===== config.mk =====
export PLATFORM = sky130hd
export DESIGN_NAME = store_fwd_buffer
export DESIGN_NICKNAME = d
export VERILOG_FILES = /design/src/rtl/sbuf_pkg.sv /design/src/rtl/sbuf_ptr_ctrl.sv /design/src/rtl/sbuf_entries.sv /design/src/rtl/sbuf_fwd_search.sv /design/src/rtl/store_fwd_buffer.sv
export SDC_FILE = /design/constraint.sdc
export NUM_CORES = 2
export LEC_CHECK = 0
export BUFFER_PORTS_ARGS = -buffer_cell sky130_fd_sc_hd__buf_2
export CAP_MARGIN = 15
export CORE_ASPECT_RATIO = 0.7
export CORE_MARGIN = 4
export CORE_UTILIZATION = 43
export CTS_CLUSTER_SIZE = 14
export DETAILED_ROUTE_END_ITERATION = 6
export PLACE_DENSITY = 0.7
export SETUP_SLACK_MARGIN = 0.5
export SLEW_MARGIN = 20
export SYNTH_ARGS = -nofsm -noshare
export SYNTH_HDL_FRONTEND = slang
export SYNTH_SLANG_ARGS = --single-unit

===== constraint.sdc =====
create_clock -name clk -period 6.8 [get_ports clk]
set_input_delay 1.36 -clock clk [delete_from_list [all_inputs] [get_ports clk]]
set_output_delay 1.36 -clock clk [all_outputs]
set_load 0.03 [all_outputs]

===== src/rtl/sbuf_pkg.sv =====
package sbuf_pkg;
   typedef enum logic [1:0] {
      LK_MISS    = 2'd0,
      LK_HIT     = 2'd1,
      LK_UNKNOWN = 2'd2,
      LK_STALL   = 2'd3
   } lookup_e;
endpackage


===== src/rtl/sbuf_ptr_ctrl.sv =====
module sbuf_ptr_ctrl #(
   parameter int DEPTH = 8,
   localparam int IDX_W = $clog2(DEPTH),
   localparam int PTR_W = IDX_W + 1
) (
   input  logic             clk,
   input  logic             rst_n,
   input  logic             alloc_req,
   input  logic             commit_req,
   input  logic             flush,
   input  logic             drain,
   output logic [IDX_W-1:0] head_idx,
   output logic [IDX_W-1:0] tail_idx,
   output logic [DEPTH-1:0] live,
   output logic             full,
   output logic             head_committed,
   output logic             alloc_fire
);
   logic [PTR_W-1:0] head_q, cmt_q, tail_q;
   logic [PTR_W-1:0] count, cmt_n, tail_n;
   logic             commit_fire;

   assign count          = tail_q - head_q;
   assign full           = (count == PTR_W'(DEPTH));
   assign head_committed = (cmt_q != head_q);
   assign commit_fire    = commit_req && (cmt_q != tail_q);
   assign alloc_fire     = alloc_req && !full && !flush;
   assign cmt_n          = cmt_q + PTR_W'(commit_fire);
   assign tail_n         = flush ? cmt_n : tail_q + PTR_W'(alloc_fire);
   assign head_idx       = head_q[IDX_W-1:0];
   assign tail_idx       = tail_q[IDX_W-1:0];

   always_ff @(posedge clk) begin
      if (!rst_n) begin
         head_q <= '0;
         cmt_q  <= '0;
         tail_q <= '0;
      end else begin
         head_q <= head_q + PTR_W'(drain);
         cmt_q  <= cmt_n;
         tail_q <= tail_n;
      end
   end

   for (genvar i = 0; i < DEPTH; i++) begin : g_live
      logic [IDX_W-1:0] pos;
      assign pos     = IDX_W'(i) - head_idx;
      assign live[i] = ({1'b0, pos} < count);
   end

   p_no_overflow_r1: assert property (@(posedge clk) disable iff (!rst_n)
      count <= PTR_W'(DEPTH));
   p_commit_bound_r2: assert property (@(posedge clk) disable iff (!rst_n)
      (cmt_q - head_q) <= count);
   p_flush_trim_r10: assert property (@(posedge clk) disable iff (!rst_n)
      flush |=> (tail_q == cmt_q));
endmodule


===== src/rtl/sbuf_entries.sv =====
module sbuf_entries #(
   parameter int DEPTH  = 8,
   parameter int TAG_W  = 8,
   parameter int ADDR_W = 16,
   parameter int DATA_W = 32,
   localparam int IDX_W = $clog2(DEPTH),
   localparam int NB    = DATA_W / 8
) (
   input  logic              clk,
   input  logic              rst_n,
   input  logic              alloc_fire,
   input  logic [IDX_W-1:0]  tail_idx,
   input  logic [TAG_W-1:0]  alloc_tag,
   input  logic [DEPTH-1:0]  live,
   input  logic              addr_valid,
   input  logic [TAG_W-1:0]  addr_tag,
   input  logic [ADDR_W-1:0] addr_word,
   input  logic [NB-1:0]     addr_mask,
   input  logic              data_valid,
   input  logic [TAG_W-1:0]  data_tag,
   input  logic [DATA_W-1:0] data_value,
   output logic [TAG_W-1:0]  e_tag  [DEPTH],
   output logic              e_av   [DEPTH],
   output logic [ADDR_W-1:0] e_addr [DEPTH],
   output logic [NB-1:0]     e_mask [DEPTH],
   output logic              e_dv   [DEPTH],
   output logic [DATA_W-1:0] e_data [DEPTH]
);
   for (genvar i = 0; i < DEPTH; i++) begin : g_slot
      logic take_new, take_addr, take_data;
      assign take_new  = alloc_fire && (tail_idx == IDX_W'(i));
      assign take_addr = addr_valid && live[i] && (e_tag[i] == addr_tag);
      assign take_data = data_valid && live[i] && (e_tag[i] == data_tag);

      always_ff @(posedge clk) begin
         if (!rst_n) begin
            e_tag[i]  <= '0;
            e_av[i]   <= 1'b0;
            e_addr[i] <= '0;
            e_mask[i] <= '0;
            e_dv[i]   <= 1'b0;
            e_data[i] <= '0;
         end else if (take_new) begin
            e_tag[i] <= alloc_tag;
            e_av[i]  <= 1'b0;
            e_dv[i]  <= 1'b0;
         end else begin
            if (take_addr) begin
               e_av[i]   <= 1'b1;
               e_addr[i] <= addr_word;
               e_mask[i] <= addr_mask;
            end
            if (take_data) begin
               e_dv[i]   <= 1'b1;
               e_data[i] <= data_value;
            end
         end
      end
   end
endmodule


===== src/rtl/sbuf_fwd_search.sv =====
module sbuf_fwd_search
   import sbuf_pkg::*;
#(
   parameter int DEPTH  = 8,
   parameter int TAG_W  = 8,
   parameter int ADDR_W = 16,
   parameter int DATA_W = 32,
   localparam int IDX_W = $clog2(DEPTH),
   localparam int NB    = DATA_W / 8
) (
   input  logic              clk,
   input  logic              rst_n,
   input  logic [IDX_W-1:0]  head_idx,
   input  logic [DEPTH-1:0]  live,
   input  logic [TAG_W-1:0]  e_tag  [DEPTH],
   input  logic              e_av   [DEPTH],
   input  logic [ADDR_W-1:0] e_addr [DEPTH],
   input  logic [NB-1:0]     e_mask [DEPTH],
   input  logic              e_dv   [DEPTH],
   input  logic [DATA_W-1:0] e_data [DEPTH],
   input  logic [TAG_W-1:0]  ld_tag,
   input  logic [ADDR_W-1:0] ld_addr,
   input  logic [NB-1:0]     ld_mask,
   output lookup_e           result,
   output logic [DATA_W-1:0] fwd_data
);
   logic [DEPTH-1:0] older, overlap;
   logic [IDX_W-1:0] slot, sel_slot;
   logic             sel_found, any_unknown;

   for (genvar i = 0; i < DEPTH; i++) begin : g_cmp
      logic [TAG_W-1:0] gap;
      assign gap        = ld_tag - e_tag[i];
      assign older[i]   = live[i] && (gap != '0) && !gap[TAG_W-1];
      assign overlap[i] = e_av[i] && (e_addr[i] == ld_addr)
                          && ((e_mask[i] & ld_mask) != '0);
   end

   // walk from oldest to youngest so the last overlap seen is the youngest
   always_comb begin
      slot        = '0;
      sel_slot    = '0;
      sel_found   = 1'b0;
      any_unknown = 1'b0;
      for (int k = 0; k < DEPTH; k++) begin
         slot = head_idx + IDX_W'(k);
         if (older[slot]) begin
            if (!e_av[slot]) begin
               any_unknown = 1'b1;
            end else if (overlap[slot]) begin
               sel_found = 1'b1;
               sel_slot  = slot;
            end
         end
      end
   end

   always_comb begin
      fwd_data = e_data[sel_slot];
      if (sel_found) begin
         result = (e_dv[sel_slot] && (e_mask[sel_slot] == ld_mask)) ? LK_HIT : LK_STALL;
      end else begin
         result = any_unknown ? LK_UNKNOWN : LK_MISS;
      end
   end

   p_hit_has_data_r5: assert property (@(posedge clk) disable iff (!rst_n)
      (result == LK_HIT) |-> (live != '0));
endmodule


===== src/rtl/store_fwd_buffer.sv =====
module store_fwd_buffer
   import sbuf_pkg::*;
#(
   parameter int DEPTH  = 8,
   parameter int TAG_W  = 8,
   parameter int ADDR_W = 16,
   parameter int DATA_W = 32,
   localparam int IDX_W = $clog2(DEPTH),
   localparam int NB    = DATA_W / 8
) (
   input  logic              clk,
   input  logic              rst_n,
   input  logic              alloc_valid,
   input  logic [TAG_W-1:0]  alloc_tag,
   output logic              alloc_ready,
   input  logic              addr_valid,
   input  logic [TAG_W-1:0]  addr_tag,
   input  logic [ADDR_W-1:0] addr_word,
   input  logic [NB-1:0]     addr_mask,
   input  logic              data_valid,
   input  logic [TAG_W-1:0]  data_tag,
   input  logic [DATA_W-1:0] data_value,
   input  logic              commit_valid,
   input  logic              flush,
   output logic              wr_valid,
   output logic [ADDR_W-1:0] wr_addr,
   output logic [NB-1:0]     wr_mask,
   output logic [DATA_W-1:0] wr_data,
   input  logic              wr_ready,
   input  logic              ld_valid,
   input  logic [TAG_W-1:0]  ld_tag,
   input  logic [ADDR_W-1:0] ld_addr,
   input  logic [NB-1:0]     ld_mask,
   output logic              ld_hit,
   output logic [DATA_W-1:0] ld_data,
   output logic              ld_miss,
   output logic              ld_unknown,
   output logic              ld_stall
);
   if (DEPTH < 2 || (DEPTH & (DEPTH - 1)) != 0) begin : g_bad_depth
      $error("store_fwd_buffer: DEPTH must be a power of two of at least 2");
   end
   if (DATA_W < 8 || DATA_W % 8 != 0) begin : g_bad_width
      $error("store_fwd_buffer: DATA_W must be a whole number of bytes");
   end
   if (TAG_W < IDX_W + 2) begin : g_bad_tag
      $error("store_fwd_buffer: TAG_W too narrow for the age window");
   end

   logic [IDX_W-1:0]  head_idx, tail_idx;
   logic [DEPTH-1:0]  live;
   logic              full, head_committed, alloc_fire, drain;
   logic [TAG_W-1:0]  e_tag  [DEPTH];
   logic              e_av   [DEPTH];
   logic [ADDR_W-1:0] e_addr [DEPTH];
   logic [NB-1:0]     e_mask [DEPTH];
   logic              e_dv   [DEPTH];
   logic [DATA_W-1:0] e_data [DEPTH];
   lookup_e           result;
   logic [DATA_W-1:0] fwd_data;

   assign alloc_ready = !full;
   assign wr_valid    = head_committed && e_av[head_idx] && e_dv[head_idx];
   assign wr_addr     = e_addr[head_idx];
   assign wr_mask     = e_mask[head_idx];
   assign wr_data     = e_data[head_idx];
   assign drain       = wr_valid && wr_ready;

   sbuf_ptr_ctrl #(.DEPTH(DEPTH)) u_ctrl (
      .clk(clk), .rst_n(rst_n), .alloc_req(alloc_valid), .commit_req(commit_valid),
      .flush(flush), .drain(drain), .head_idx(head_idx), .tail_idx(tail_idx),
      .live(live), .full(full), .head_committed(head_committed), .alloc_fire(alloc_fire)
   );

   sbuf_entries #(.DEPTH(DEPTH), .TAG_W(TAG_W), .ADDR_W(ADDR_W), .DATA_W(DATA_W)) u_ent (
      .clk(clk), .rst_n(rst_n), .alloc_fire(alloc_fire), .tail_idx(tail_idx),
      .alloc_tag(alloc_tag), .live(live),
      .addr_valid(addr_valid), .addr_tag(addr_tag), .addr_word(addr_word), .addr_mask(addr_mask),
      .data_valid(data_valid), .data_tag(data_tag), .data_value(data_value),
      .e_tag(e_tag), .e_av(e_av), .e_addr(e_addr), .e_mask(e_mask), .e_dv(e_dv), .e_data(e_data)
   );

   sbuf_fwd_search #(.DEPTH(DEPTH), .TAG_W(TAG_W), .ADDR_W(ADDR_W), .DATA_W(DATA_W)) u_srch (
      .clk(clk), .rst_n(rst_n), .head_idx(head_idx), .live(live),
      .e_tag(e_tag), .e_av(e_av), .e_addr(e_addr), .e_mask(e_mask), .e_dv(e_dv), .e_data(e_data),
      .ld_tag(ld_tag), .ld_addr(ld_addr), .ld_mask(ld_mask),
      .result(result), .fwd_data(fwd_data)
   );

   assign ld_hit     = ld_valid && (result == LK_HIT);
   assign ld_miss    = ld_valid && (result == LK_MISS);
   assign ld_unknown = ld_valid && (result == LK_UNKNOWN);
   assign ld_stall   = ld_valid && (result == LK_STALL);
   assign ld_data    = fwd_data;

   p_one_outcome_r11: assert property (@(posedge clk) disable iff (!rst_n)
      $countones({ld_hit, ld_miss, ld_unknown, ld_stall}) == (ld_valid ? 1 : 0));
   p_write_hold_r3: assert property (@(posedge clk) disable iff (!rst_n)
      (wr_valid && !wr_ready && !addr_valid && !data_valid)
         |=> (wr_valid && $stable(wr_addr) && $stable(wr_mask) && $stable(wr_data)));
   p_reset_empty_r12: assert property (@(posedge clk) disable iff (!rst_n)
      $rose(rst_n) |-> (alloc_ready && !wr_valid));
endmodule


Word-level counts from Yosys, hierarchy flattened
Index checks and enable logic that the tools add are counted.

Add/sub/neg operators: 27. Magnitude comparators: 25. Eq/ne operators: 38. Bitwise logic cells: 26. Reductions and logical operators: 135. Muxes and demuxes: 145.

Operators with widths (number): $bmux W32 S3 (2); $eq A16 B16 Y1 (8); $eq A8 B8 Y1 (16); $mux W32 (4); $logic_and A1 B1 Y1 (83); $bmux W1 S3 (26); $mux W1 (76); $mux W3 (24); $reduce_bool A8 Y1 (8); $sub A8 B8 Y8 (8); $bmux W16 S3 (1); $ge A4 B4 Y1 const B (9); $not A3 Y4 (9); $and A4 B4 Y4 (8); $lt A3 B4 Y1 (8); $lt A3 B4 Y1 const B (8); $mux W16 (2); $reduce_and A2 Y1 (16); $reduce_bool A4 Y1 (8); $bmux W4 S3 (2); $mux W4 (5); $reduce_or A2 Y1 (8); $add A3 B3 Y3 const B (4); $add A4 B1 Y4 (3); 19 further kinds (50).

Output and inout port bits: 90. Bits in registers: 508. Word-level logic and storage cells: 447. Bits of input ports: 113.

Depth between registers and ports, before layout
Depth after elaboration: 39. Gate-level depth with buffers: 26. Depth with buffers taken out: 21.

By module
A second synthesis with hierarchy kept.

Cells, all modules: 3717. Area total of the unflattened synthesis: 33867.5 um^2.

By module, submodules not included: sbuf_entries (area each 19476.2 um^2, times used 1, cells an instance 2021); sbuf_fwd_search (area each 9761.9 um^2, times used 1, cells an instance 1362); store_fwd_buffer (area each 3455.8 um^2, times used 1, cells an instance 208); sbuf_ptr_ctrl (area each 1173.6 um^2, times used 1, cells an instance 126).

Worst setup path before layout
Ideal clock, no wire load.

Path type: flip-flop to output port. From: reg u_ctrl.head_q[0]. To: out ld_hit. Setup slack: -878 ps. Buffers on the path: 4. Required time: 5440 ps. Arrival time: 6318 ps. Stages on the path, launching flop included: 24. Path through: dfxtp_1 clkinv_1 clkbuf_1 buf_1 ha_1 inv_1 clkbuf_1 ha_1 nor2b_1 o21ai_0 a22oi_1 or2_2 o41ai_1 a31oi_1 o311ai_2 o21ai_2 a211o_1 a41o_1 a311o_2 buf_6 mux2i_1 xor2_1 or3_1 a2111oi_2.

Cells in the longest elaborated chain, start to end: 38. Elaborated cells between the ends (all ways): 182.

Ends and longest elaborated chain: start, declared (line sbuf_ptr_ctrl.sv:19) `logic [PTR_W-1:0] head_q, cmt_q, tail_q;`; start signal, assigned (line sbuf_ptr_ctrl.sv:39) `head_q <= head_q + PTR_W'(drain);`; $sub A4 B4 Y4 (tied with other cells) (line sbuf_ptr_ctrl.sv:23) `assign count = tail_q - head_q;`; $lt A3 B4 Y1 (line sbuf_ptr_ctrl.sv:48) `assign live[i] = ({1'b0, pos} < count);`; $logic_and A1 B1 Y1 (2 in a row) (line sbuf_fwd_search.sv:34) `assign older[i] = live[i] && (gap != '0) && !gap[TAG_W-1];`; $bmux W1 S3 (line sbuf_fwd_search.sv:47) `if (older[slot]) begin`; $mux W1 (implied by the code) (line sbuf_fwd_search.sv:47); $mux W3 (line sbuf_fwd_search.sv:47); $mux W3 (line sbuf_fwd_search.sv:50) `end else if (overlap[slot]) begin`; $mux W3 (line sbuf_fwd_search.sv:48) `if (!e_av[slot]) begin`; (+20 left out); $bmux W4 S3 (line sbuf_fwd_search.sv:61) `result = (e_dv[sel_slot] && (e_mask[sel_slot] == ld_mask)) ? LK_HIT : LK_STALL;`; $mux W4 (implied by the code) (2 in a row) (line sbuf_fwd_search.sv:61); $eq A4 B4 Y1 (line sbuf_fwd_search.sv:61); $logic_and A1 B1 Y1 (line sbuf_fwd_search.sv:61); $mux W2 (line sbuf_fwd_search.sv:61); $mux W2 * (line sbuf_fwd_search.sv:60) `if (sel_found) begin`; $eq A2 B1 Y1 * (line store_fwd_buffer.sv:90) `assign ld_hit = ld_valid && (result == LK_HIT);`; $logic_and A1 B1 Y1 * (line store_fwd_buffer.sv:90); end, declared (line store_fwd_buffer.sv:34) `output logic ld_hit,`.

Every way passes the cells marked *; elsewhere a longest branch is shown, timed or not. The select of a mux whose other input is x is not followed.

Final worst setup path
From: in ld_tag[0]. To: out ld_stall.

Cells in the longest elaborated chain, start to end: 38. Elaborated cells between the ends (all ways): 129.

Ends and longest elaborated chain: start, declared (line store_fwd_buffer.sv:31) `input logic [TAG_W-1:0] ld_tag,`; $sub A8 B8 Y8 (line sbuf_fwd_search.sv:33) `assign gap = ld_tag - e_tag[i];`; $reduce_bool A8 Y1 (line sbuf_fwd_search.sv:34); $logic_and A1 B1 Y1 (2 in a row) (line sbuf_fwd_search.sv:34); $bmux W1 S3 (line sbuf_fwd_search.sv:47); $mux W1 (implied by the code) (line sbuf_fwd_search.sv:47); $mux W3 (line sbuf_fwd_search.sv:47); $mux W3 (line sbuf_fwd_search.sv:50); $mux W3 (line sbuf_fwd_search.sv:48); (+20 left out); $bmux W4 S3 (line sbuf_fwd_search.sv:61); $mux W4 (implied by the code) (2 in a row) (line sbuf_fwd_search.sv:61); $eq A4 B4 Y1 (line sbuf_fwd_search.sv:61); $logic_and A1 B1 Y1 (line sbuf_fwd_search.sv:61); $mux W2 (line sbuf_fwd_search.sv:61); $mux W2 * (line sbuf_fwd_search.sv:60); $eq A2 B2 Y1 * (line store_fwd_buffer.sv:93) `assign ld_stall = ld_valid && (result == LK_STALL);`; $logic_and A1 B1 Y1 * (line store_fwd_buffer.sv:93); end, declared (line store_fwd_buffer.sv:38) `output logic ld_stall`.

Marks and branches as above.

==> impl_metrics.toml <==
[worst_setup_path]
worstPathRequired_ps = 5440
cp-endpoint = "ld_stall"
r2r-start = "u_ctrl.head_q[1]"
rr_endpoint = "u_ent.e_data[116]"
worst_setup_path_start_kind = "input port"
worst_path_max_delay_cell = "a2111oi_4"
cp-startpoint = "ld_tag[0]"
critPathMaxStageDelay_ps = 450
end_kind = "output pin"
cp_data_arrival_time_ps = 6550
crit_top_cell = "buf_6"
critical_path_peak_fanout = 5
critPathBufInv = 11
r2r_slack_ps = 2010
path_class = "in -> out"
r2r_cells = 15
cp_num_cells = 28
critical-path-top-delay-family = "compound AO/OA/AOI/OAI gates"

[synthesis]
synth_area_leader_cell = "dfxtp_1"
yosys.area_share.adder_pct = 3.68
ys_seq_elements = 508
synth_top_area_share_pct = 31.5
muxShareOfSynthArea_pct = 23.5
seq_area_frac_synth_pct = 31.5
ys_top_cells_by_area = "dfxtp_1 (31%), mux2i_1 (13%), mux4_2 (8.1%), nand2_1 (7.5%), xnor2_1 (5.7%)"
async_flop_share_pct = 0
synth-main-ff-cell = "dfxtp_1"
synth_area_um2 = 32300
yosysMostFrequentCell = "nand2_1"
synth_commonest_cells = "nand2_1 (644), dfxtp_1 (508), mux2i_1 (421)"
synth_edf_count = 0
synthSimpleGateAreaFrac_pct = 17.9
syn_avg_cell_area_um2 = 8.58
syn-num-nets = 3970
synth_compound_area_share_pct = 10.1
synth_top_family_by_area = "multiplexers"
synthDistinctLibCells = 94
synth_cells = 3768
synth_xor_xnor_area_share_pct = 8.35
yosysWarningCount = 0

[detailed_routing]
finalWirelength_um = 119000
antenna_left = 0
remaining_drc_errors = 12
routedWlPerCell_um = 23.1
drtIter0Drc = 3273
num_vias = 30364
viasPerCell = 5.88
first_pass_iters = 7

[sta]
fin_ws_ps = -1110
skew_ps = 29.7
layout_min_cycle_time_ps = 7910
final-setup-viol-count = 34
tns_ps = -32760
tightest_slew_ps = 1150
slew_headroom_pct = 23.2
hold_viol = 0
timing.final.crit_share_pct = 116
rsz0062_at_grt = "true"
slew_viol_final = 0
max_freq_mhz = 126

[place]
io_buffers = 202
gp_congestion = 0.967
dp_hpwl_um = 77600
pre_cts_ws_ps = -1290
dp.cells = 5004

[clocking]
cts_hold_buf = 0
clkLatencyLatePin_ps = 630
cts_root_buf = "clkbuf_16"
cts.sinks = 508
clk_pin_slew_ps = 60
cts_tree = "built"
htree_levels = 2
clockBufferDepth = 3
numCtsBuffers = 54

[power]
p_per_area_nw_per_um2 = 178
leakage_uw = 0.0166
ir_worst_vdd_v = 0.000173
finalPower_uw = 7120

[status]
violations = "design-rule violations, negative setup slack"
status = "finished with violations"

[flow_run]
max_cap_violations = 0

[finish]
stdcell_count = 5162
post-route-util_pct = 54.3
drive_gt1_share_pct = 25.9
register_area_um2 = 10200
nets = 4336
fill_cells = 6538
multi_input_area_um2 = 21500
area.growth.synth_to_final_pct = 24.0

[die]
fp-row-count = 83
ios = 203
initial_core_util_pct = 43.8
die_w_um = 336
core_um2 = 73800
die_area_um2 = 79700
die_h_um = 237

[global_routing]
overflow = 0
grt_max_degree = 162
grt_usage_pct = 28.7
grt_antenna_before_repair = 13
first_global_vias = 28579
grt_pass1_wl_um = 178000

[worst_hold_path]
hp-class = "reg -> reg"
==> layout make-up <==
| cell class | count | share of cell area, % |
|---|---|---|
| Sequential cell | 508 | 25.4 |
| Tap cell | 977 | 3.05 |
| Multi-Input combinational cell | 2859 | 53.6 |
| Timing Repair Buffer | 625 | 12.5 |
| Clock buffer | 75 | 3.84 |
| Inverter | 86 | 0.846 |
| Antenna cell | 11 | 0.0687 |
| Clock inverter | 21 | 0.659 |
==> logic make-up (layout without fill, tap and decap cells) <==
| kind of cell | Yosys count | count (layout) |
|---|---|---|
| buf+inv | 402 | 807 |
| fa+ha+maj | 89 | 89 |
| mux | 605 | 605 |
| xor+xnor | 308 | 308 |
| flops | 508 | 508 |
| simple gates | 1343 | 1343 |
| compound gates | 513 | 514 |
| other cells | 0 | 11 |
==> sequential cells by signal, indices dropped and copies added, names as in the netlist <==
| signal | count |
|---|---|
| u_ent.e_data | 256 |
| u_ent.e_addr | 128 |
| u_ent.e_tag | 64 |
| u_ent.e_mask | 32 |
| u_ent.e_av | 8 |
| u_ent.e_dv | 8 |
| u_ctrl.cmt_q | 4 |
| u_ctrl.head_q | 4 |
| u_ctrl.tail_q | 4 |
==> through the flow <==
step	instance area, um^2	hold WS, ps
after floorplan	32500	438
after global placement	36400	450
after detailed placement	36400	458
after CTS	39600	466
after global routing	40100	475
final	40100	465
==> tightest hold or removal path: stages, from the launching register on <==
cell and delay, ps:
dfxtp_1 320, nand2_1 50, a21oi_1 50
==> per-layer routing <==
layer / vias to the layer above / GRT usage (%) / routed length [um]
met2: 1643 / 41.3 / 49300
li1: 13856 / - / -
met4: 6 / 7.94 / 3160
met1: 14639 / 42.2 / 52800
met3: 220 / 7.64 / 14000
met5: - / 0 / 38
==> repair_timing <==
action                     4_1_cts  5_1_grt
resized for setup              216       68
pin swaps                       66       63
setup endpoints to repair       36       36
setup buffers                   19       15
gates cloned                    13        4
==> layout by cell type (no fill, tap or decap), drive strengths merged, types with 12 or more instances in the layout <==
cell type and instances:
ha 79, inv 86, mux2i 421, mux4 117
xnor2 212, a31oi 12, a211oi 15, a22oi 14
clkbuf 79, dfxtp 508, nor4 40, and2 19
o21ai 97, mux2 67, nor2b 23, o211ai 39
nand2 644, nor2 409, nand2b 14, nand4 52
nor3 23, nand3 56, xor2 96, buf 620
a21oi 217
==> worst min-delay path by stage <==
| stage | start | cells after the start | slack [ps] | to |
|---|---|---|---|---|
| 2_1_floorplan | u_ent.e_data[192] | 2 | 440 | u_ent.e_data[192] |
| 3_3_place_gp | u_ent.e_data[194] | 2 | 450 | u_ent.e_data[194] |
| 3_5_place_dp | u_ent.e_data[194] | 2 | 460 | u_ent.e_data[194] |
| 4_1_cts | u_ent.e_data[194] | 2 | 470 | u_ent.e_data[194] |
| 5_1_grt | u_ent.e_data[143] | 2 | 470 | u_ent.e_data[143] |
| 6_report | u_ent.e_data[24] | 2 | 460 | u_ent.e_data[24] |
==> where the power goes <==
group	leakage (uW)	switching, uW	internal [uW]	total (uW)
clock	0.000880	1330	1770	3100
sequential	0.00409	18.7	2990	3010
combinational	0.0116	592	419	1010
total	0.0166	1940	5180	7120
Note: power is estimated with default switching activity, not from simulation.
